<file path="config.mk">
export PLATFORM = sky130hd
export DESIGN_NAME = xbus_owner_arb
export DESIGN_NICKNAME = d
export VERILOG_FILES = /design/src/rtl/xba_pkg.sv /design/src/rtl/xba_owner_fsm.sv /design/src/rtl/xba_yield.sv /design/src/rtl/xba_drive_ctl.sv /design/src/rtl/xbus_owner_arb.sv
export SDC_FILE = /design/constraint.sdc
export NUM_CORES = 1
export LEC_CHECK = 0
export ABC_CLOCK_PERIOD_IN_PS = 4190
export BUFFER_PORTS_ARGS = -buffer_cell sky130_fd_sc_hd__buf_2
export CORE_AREA = 2 2 39 41
export DETAILED_ROUTE_END_ITERATION = 10
export DIE_AREA = 0 0 41 43
export SLEW_MARGIN = 0
export SYNTH_ARGS = -nofsm -noshare
export SYNTH_HDL_FRONTEND = slang
export SYNTH_SLANG_ARGS = --single-unit
</file>
<file path="constraint.sdc">
create_clock -name clk -period 4.19 [get_ports clk]
set_clock_uncertainty 0.1 [all_clocks]
set_input_delay 0.838 -clock clk [delete_from_list [all_inputs] [get_ports clk]]
set_output_delay 0.838 -clock clk [all_outputs]
set_load 0.03 [all_outputs]
</file>
<file path="src/rtl/xba_pkg.sv">
package xba_pkg;
  localparam int LINES = 2;
  localparam int ID_W  = 2;

  typedef enum logic [1:0] {
    OWN_NONE = 2'd0,
    OWN_P1   = 2'd1,
    OWN_P2   = 2'd2,
    OWN_HOST = 2'd3
  } own_t;
endpackage

</file>
<file path="src/rtl/xba_owner_fsm.sv">
// Shared ownership state; every node computes the same sequence from the lines.
module xba_owner_fsm
  import xba_pkg::*;
(
  input  logic             clk,
  input  logic             rst_n,
  input  logic             host_req,
  input  logic [LINES-1:0] lines,
  output own_t             cur,
  output own_t             last
);
  own_t nxt, last_nxt;

  always_comb begin
    nxt      = cur;
    last_nxt = last;
    case (cur)
      OWN_NONE: begin
        if (host_req)                nxt = OWN_HOST;
        else if (lines[0] && lines[1]) nxt = (last == OWN_P1) ? OWN_P2 : OWN_P1;
        else if (lines[0])           nxt = OWN_P1;
        else if (lines[1])           nxt = OWN_P2;
      end
      OWN_P1:   if (!lines[0]) nxt = OWN_NONE;
      OWN_P2:   if (!lines[1]) nxt = OWN_NONE;
      default:  if (!host_req) nxt = OWN_NONE;
    endcase
    if (nxt == OWN_P1 || nxt == OWN_P2) last_nxt = nxt;
  end

  always_ff @(posedge clk or negedge rst_n) begin
    if (!rst_n) begin
      cur  <= OWN_NONE;
      last <= OWN_NONE;
    end else begin
      cur  <= nxt;
      last <= last_nxt;
    end
  end
endmodule

</file>
<file path="src/rtl/xba_yield.sv">
// Decides when the owning node withdraws its request so the bus can move on.
module xba_yield
  import xba_pkg::*;
(
  input  logic clk,
  input  logic rst_n,
  input  own_t cur,
  input  own_t self_own,
  input  logic is_owner,
  input  logic host_req,
  input  logic other_line,
  input  logic xfer_busy,
  input  logic cpa_in,
  input  logic dma_only,
  output logic backoff
);
  logic boundary_yield, preempt, clear_now;

  assign boundary_yield = (host_req || other_line) && !xfer_busy;
  assign preempt        = cpa_in && dma_only;
  assign clear_now      = (cur == OWN_NONE && !host_req && !other_line) ||
                          (cur != OWN_NONE && cur != self_own);

  always_ff @(posedge clk or negedge rst_n) begin
    if (!rst_n)                                     backoff <= 1'b0;
    else if (is_owner && (boundary_yield || preempt)) backoff <= 1'b1;
    else if (clear_now)                             backoff <= 1'b0;
  end
endmodule

</file>
<file path="src/rtl/xba_drive_ctl.sv">
// Output enables, suspend register and host-grant ownership.
module xba_drive_ctl
  import xba_pkg::*;
(
  input  logic clk,
  input  logic rst_n,
  input  own_t cur,
  input  own_t last,
  input  own_t self_own,
  input  logic is_owner,
  input  logic suspend,
  output logic bus_oe,
  output logic sdram_oe,
  output logic host_gnt
);
  logic susp_q, alive_q, granter;

  always_ff @(posedge clk or negedge rst_n) begin
    if (!rst_n) begin
      susp_q  <= 1'b0;
      alive_q <= 1'b0;
    end else begin
      susp_q  <= suspend;
      alive_q <= 1'b1;
    end
  end

  assign granter  = (last == self_own && self_own != OWN_NONE) ||
                    (last == OWN_NONE && self_own == OWN_P1);
  assign host_gnt = (cur == OWN_HOST) && granter;
  assign bus_oe   = is_owner && !susp_q;
  assign sdram_oe = alive_q;
endmodule

</file>
<file path="src/rtl/xbus_owner_arb.sv">
module xbus_owner_arb
  import xba_pkg::*;
(
  input  logic             clk,
  input  logic             rst_n,
  input  logic [ID_W-1:0]  node_id,
  input  logic             host_req,
  input  logic [LINES-1:0] peer_req_in,
  input  logic             cpa_in,
  input  logic             need_bus,
  input  logic             xfer_busy,
  input  logic             dma_only,
  input  logic             core_urgent,
  input  logic             suspend,
  output logic [LINES-1:0] req_drv,
  output logic             cpa_drv,
  output logic             host_gnt,
  output logic             bus_master,
  output logic             bus_oe,
  output logic             sdram_oe,
  output logic             acc_go
);
  localparam logic [ID_W-1:0] ID_SOLO = '0;
  localparam logic [ID_W-1:0] ID_BAD  = '1;

  own_t             cur, last, self_own;
  logic             solo, id_ok, is_owner, backoff, line_drive, other_line;
  logic [LINES-1:0] own_mask, eff_lines;

  assign solo  = (node_id == ID_SOLO);
  assign id_ok = (node_id != ID_BAD);

  always_comb begin
    case (node_id)
      2'b00, 2'b01: self_own = OWN_P1;
      2'b10:        self_own = OWN_P2;
      default:      self_own = OWN_NONE;
    endcase
  end

  assign line_drive = sdram_oe && id_ok && !solo && need_bus && !backoff;

  for (genvar k = 0; k < LINES; k++) begin : g_line
    assign own_mask[k] = (node_id == ID_W'(k + 1));
    assign req_drv[k]  = line_drive && own_mask[k];
  end

  // A single processor sees a private virtual request on slot 1.
  assign eff_lines  = solo ? {{(LINES-1){1'b0}}, !backoff} : peer_req_in;
  assign other_line = !solo && |(peer_req_in & ~own_mask);

  xba_owner_fsm u_fsm (
    .clk      (clk),
    .rst_n    (rst_n),
    .host_req (host_req),
    .lines    (eff_lines),
    .cur      (cur),
    .last     (last)
  );

  assign is_owner = id_ok && (cur == self_own);

  xba_yield u_yield (
    .clk        (clk),
    .rst_n      (rst_n),
    .cur        (cur),
    .self_own   (self_own),
    .is_owner   (is_owner),
    .host_req   (host_req),
    .other_line (other_line),
    .xfer_busy  (xfer_busy),
    .cpa_in     (cpa_in),
    .dma_only   (dma_only),
    .backoff    (backoff)
  );

  xba_drive_ctl u_drv (
    .clk      (clk),
    .rst_n    (rst_n),
    .cur      (cur),
    .last     (last),
    .self_own (self_own),
    .is_owner (is_owner),
    .suspend  (suspend),
    .bus_oe   (bus_oe),
    .sdram_oe (sdram_oe),
    .host_gnt (host_gnt)
  );

  assign bus_master = solo || is_owner;
  assign cpa_drv    = sdram_oe && id_ok && !solo && core_urgent && need_bus && !is_owner;
  assign acc_go     = need_bus && is_owner && !suspend;
endmodule

</file>
## Yosys cells after proc, flatten, opt, wreduce, memory -nomap -nowiden

Cells that the tools add are included.

| cells by class | value |
|---|---|
| equality and inequality tests | 13 |
| bitwise operators | 2 |
| mux-type cells | 13 |
| reductions and logical operators | 46 |

Operator list:

| operator | count |
|---|---|
| logical AND 1 bit | 24 |
| 2-to-1 mux 2 bit | 9 |
| equality test 2 x 1 -> 1 bit, second input constant | 5 |
| equality test 2 bit, second input constant | 4 |
| zero test 1 bit | 8 |
| zero test 2 bit | 3 |
| logical OR 1 bit | 6 |
| case mux 2 bit (3 select lines) | 1 |
| nonzero test 2 bit | 3 |
| equality test 2 bit | 2 |
| case mux 2 bit (2 select lines) | 1 |
| OR reduction 2 bit | 2 |
| bitwise AND 2 bit | 1 |
| 2-to-1 mux 1 bit | 2 |
| inequality test 2 bit | 1 |
| inequality test 2 bit, second input constant | 1 |
| NOT 2 bit | 1 |

| word-level totals | value |
|---|---|
| logic and storage cells | 79 |
| output and inout port bits | 8 |
| input port bits | 13 |
| bits in registers | 7 |

## Longest topological paths before layout

| logic depth | value |
|---|---|
| word-level depth | 10 |
| depth in mapped cells | 5 |

## Modules after synthesis

A second synthesis with hierarchy kept.

| unflattened totals | value |
|---|---|
| cell total of the unflattened synthesis | 64 |
| area, all modules | 563.0 um^2 |

Modules (own cells, without submodules):

| module | area an instance (um^2) | seq. area each (um^2) | times used | cells each |
|---|---|---|---|---|
| xba_owner_fsm | 239.0 | 100.1 | 1 | 24 |
| xbus_owner_arb | 140.1 | 0.0 | 1 | 20 |
| xba_drive_ctl | 95.1 | 50.0 | 1 | 8 |
| xba_yield | 88.8 | 25.0 | 1 | 12 |

## Least setup slack after synthesis

OpenSTA, ideal clock, no wires.

| timing path | value |
|---|---|
| path kind | input-to-output |
| start point | in node_id[0] |
| end point | out acc_go |
| data required time | 3252 ps |
| data arrival time | 2200 ps |
| setup slack | 1052 ps |
| path buffers | 0 |
| stages | 4 |
| cells stage by stage | nand2b_1 or3_1 o21a_1 nor3b_1 |

| between the ends | value |
|---|---|
| longest elaborated chain between the ends | 7 |
| elaborated cells on any way between the ends | 10 |

RTL lines:

| what | line | source |
|---|---|---|
| start, declared | xbus_owner_arb.sv:6 | `input logic [ID_W-1:0] node_id,` |
| equality test 2 x 1 -> 1 bit or zero test 2 bit (tied branches) | xbus_owner_arb.sv:34 | `case (node_id)` |
| OR reduction 2 bit | xbus_owner_arb.sv:34 |  |
| case mux 2 bit (2 select lines) | xbus_owner_arb.sv:34 |  |
| equality test 2 bit | xbus_owner_arb.sv:61 | `assign is_owner = id_ok && (cur == self_own);` |
| logical AND 1 bit * | xbus_owner_arb.sv:61 |  |
| logical AND 1 bit * (2 in series) | xbus_owner_arb.sv:92 | `assign acc_go = need_bus && is_owner && !suspend;` |
| end, declared | xbus_owner_arb.sv:21 | `output logic acc_go` |

Every way passes the cells marked *; elsewhere a longest branch is shown, timed or not.

## Worst setup path after layout

Same ends and word-level chain as after synthesis.

==> impl_metrics.env <==
export IMPL_syn_inst=57
export IMPL_syn_to_final_growth_pct=31.79
export IMPL_layout_common_cells="buf_2, dfrtp_1, o21ai_0, a21oi_1, nor2_1"
export IMPL_fmax_ghz=0.3350
export IMPL_wirelength_mm=1.009
export IMPL_status="completed"
export IMPL_yosysSeqAreaShare=0.3804
export IMPL_drive_gt1_frac=0.3333
export IMPL_numCtsBuffers=3
export IMPL_die_width_um=41
export IMPL_start_util=0.3327
export IMPL_antenna_found_initial=0
export IMPL_post_dp_hpwl_um=867.5
export IMPL_path_clk_slew_ns=0.05
export IMPL_cts_path_max_buffers=2
export IMPL_worst_skew_pair_late_latency_ns=0.25
export IMPL_syn_nets=70
export IMPL_ir_drop_v=0.0002547
export IMPL_grt_max_degree=10
export IMPL_cts_sinks=7
export IMPL_vias=475
export IMPL_place_gp_congestion=0.6675
export IMPL_pwr_share_clk=0.177
export IMPL_cts_tree="done"
export IMPL_root_buffer="clkbuf_4"
export IMPL_cp_start_kind="input pin"
export IMPL_p_comb_frac=0.471
export IMPL_htree_num_levels=1
export IMPL_power_total_uw=331.9
export IMPL_grt_pass1_vias=445
export IMPL_max_cap_viol_count=0
export IMPL_setup_viol=0
export IMPL_p_seq_frac=0.353
export IMPL_worstSetupEndpointType="primary output"
export IMPL_cp_arrival_ns=2.05
export IMPL_rsz0062_at_grt="false"
export IMPL_cp_max_fo=7
export IMPL_grt_pass1_wl_mm=1.662
export IMPL_final_common_cell="buf_2"
export IMPL_cp_required_ns=3.25
export IMPL_yosysWarningCount=0
export IMPL_pin_count=21
export IMPL_drt_pre_antenna_iters=4
export IMPL_antenna_cells=0
export IMPL_grtUsageTotal=0.1384
export IMPL_leakage_uw=0.0003010
export IMPL_min_path_type="in -> async"
export IMPL_grt_ovfl_total=0
export IMPL_worstSetupPathType="in -> out"
export IMPL_cts_resized_gates=0
export IMPL_num_rows=14
export IMPL_synth_area_per_cell_um2=8.078
export IMPL_final_nets=95
export IMPL_dieArea_um2=1763
export IMPL_cts_setup_buffers=0
export IMPL_avgRoutedWirePerCell_um=10.40
export IMPL_syn_area_um2=460.4
export IMPL_cts_hold_buf=0
export IMPL_port_buffers=20
export IMPL_hold_violations=0
export IMPL_switching_share=0.4210
export IMPL_fp_dieH_um=43
export IMPL_drtIter0Drc=2
export IMPL_synthDistinctLibCells=24
export IMPL_slew_violations=0
export IMPL_hold_ws_ns=0.3089
export IMPL_setup_ws_ns=1.205
export IMPL_fin_crit_sh=0.7125
export IMPL_power_density_nw_per_um2=546.9
export IMPL_fill_cells=153
export IMPL_drt_antenna_violating_nets=0
export IMPL_dpl_worst_slack_ns=1.209
export IMPL_yosys_area_top_type_share=0.3804
export IMPL_route_detailed_drc=0
export IMPL_synth_area_leaders="dfrtp_1, a21oi_1, nand2b_1, o21ai_0, o21a_1"
export IMPL_synth_seq_cells=7
export IMPL_power_switching_uw=139.7
export IMPL_synth_top_area_cell="dfrtp_1"
export IMPL_via_per_inst=4.897
export IMPL_finalSetupTns_ns=0
export IMPL_p_int_uw=192.1
export IMPL_core_um2=1384
export IMPL_layout_min_cycle_time_ns=2.985
flip-flops by register name (all words and copies together) (netlist names):
| register | flops |
|---|---|
| u_drv.sdram_oe | 1 |
| u_drv.susp_q | 1 |
| u_fsm.cur | 2 |
| u_fsm.last | 2 |
| u_yield.backoff | 1 |
worst max-delay path, stage by stage:
cell and delay, ns:
buf_2 0.13, nand2b_1 0.18, or3_1 0.34, o21a_1 0.17, nor3b_1 0.17, buf_2 0.22
cell usage after synthesis:
cell type	count
o32a_2	1
o21ai_0	5
or3b_1	1
or2_2	1
or3_1	1
a221oi_1	1
nor3_2	1
nand2_1	4
a21o_1	2
a21oi_1	5
o21ai_2	1
o21bai_1	1
inv_1	4
o21a_1	3
dfrtp_1	7
nand2b_1	4
and2_1	1
nor2_1	5
and3_1	1
a31oi_1	1
nor2b_1	1
nor3_1	4
nor3b_1	1
conb_1	1
through the flow:
| stage | utilization | instance area [um^2] | instances |
|---|---|---|---|
| finish | 0.4385 | 606.8 | 97 |
| global route | 0.4385 | 606.8 | 97 |
| CTS | 0.4385 | 606.8 | 97 |
| detailed placement | 0.4195 | 580.6 | 93 |
| global placement | 0.4195 | 580.6 | 93 |
| floorplan | - | 460.4 | 57 |
worst paths after layout:
kind	start	to	slack [ns]	depth (start not counted)
max in group asynchronous	rst_n	u_drv.susp_q	3.53	1
hold reg to reg	u_fsm.last[0]	u_fsm.last[0]	0.42	1
hold / removal	rst_n	u_fsm.last[0]	0.31	1
min in group clk	u_fsm.last[0]	u_fsm.last[0]	0.42	1
setup / recovery	node_id[0]	acc_go	1.20	6
setup reg to reg	u_yield.backoff	u_fsm.last[0]	2.60	5
routing by layer:
layer	GRT usage	wire, um	share of wire	vias up
li1	-	-	-	249
met1	0.1678	421	0.42	217
met2	0.2219	540	0.54	9
met3	0.01571	47	0.047	0
met4	0.08000	0	0	0
met5	0	0	0	-
power groups by stage:
stage | clock, uW | combinational [uW] | sequential [uW]
after floorplan | 0 | 121 | 112
after global placement | 0 | 156 | 119
after detailed placement | 0 | 157 | 118
after CTS | 62.7 | 158 | 117
after global routing | 64.7 | 175 | 122
final | 58.7 | 156 | 117
layout make-up:
type	count	area, um^2	share of cell area
Timing Repair Buffer	20	100.1	0.1649
Sequential cell	7	175.2	0.2887
Clock buffer	4	26.28	0.04330
Tap cell	16	20.02	0.03299
Multi-Input combinational cell	46	270.3	0.4454
Inverter	4	15.01	0.02474
kinds of logic (layout without fill, tap and decap cells):
family,count (synthesis),in the layout,synth area share
flip-flops,7,7,0.3804
AO/OA/AOI/OAI,20,20,0.2826
AND/OR/NAND/NOR,25,25,0.2962
other,1,1,0.008144
buffers and inverters,4,28,0.03260
Power figures use the tool's default switching activity.
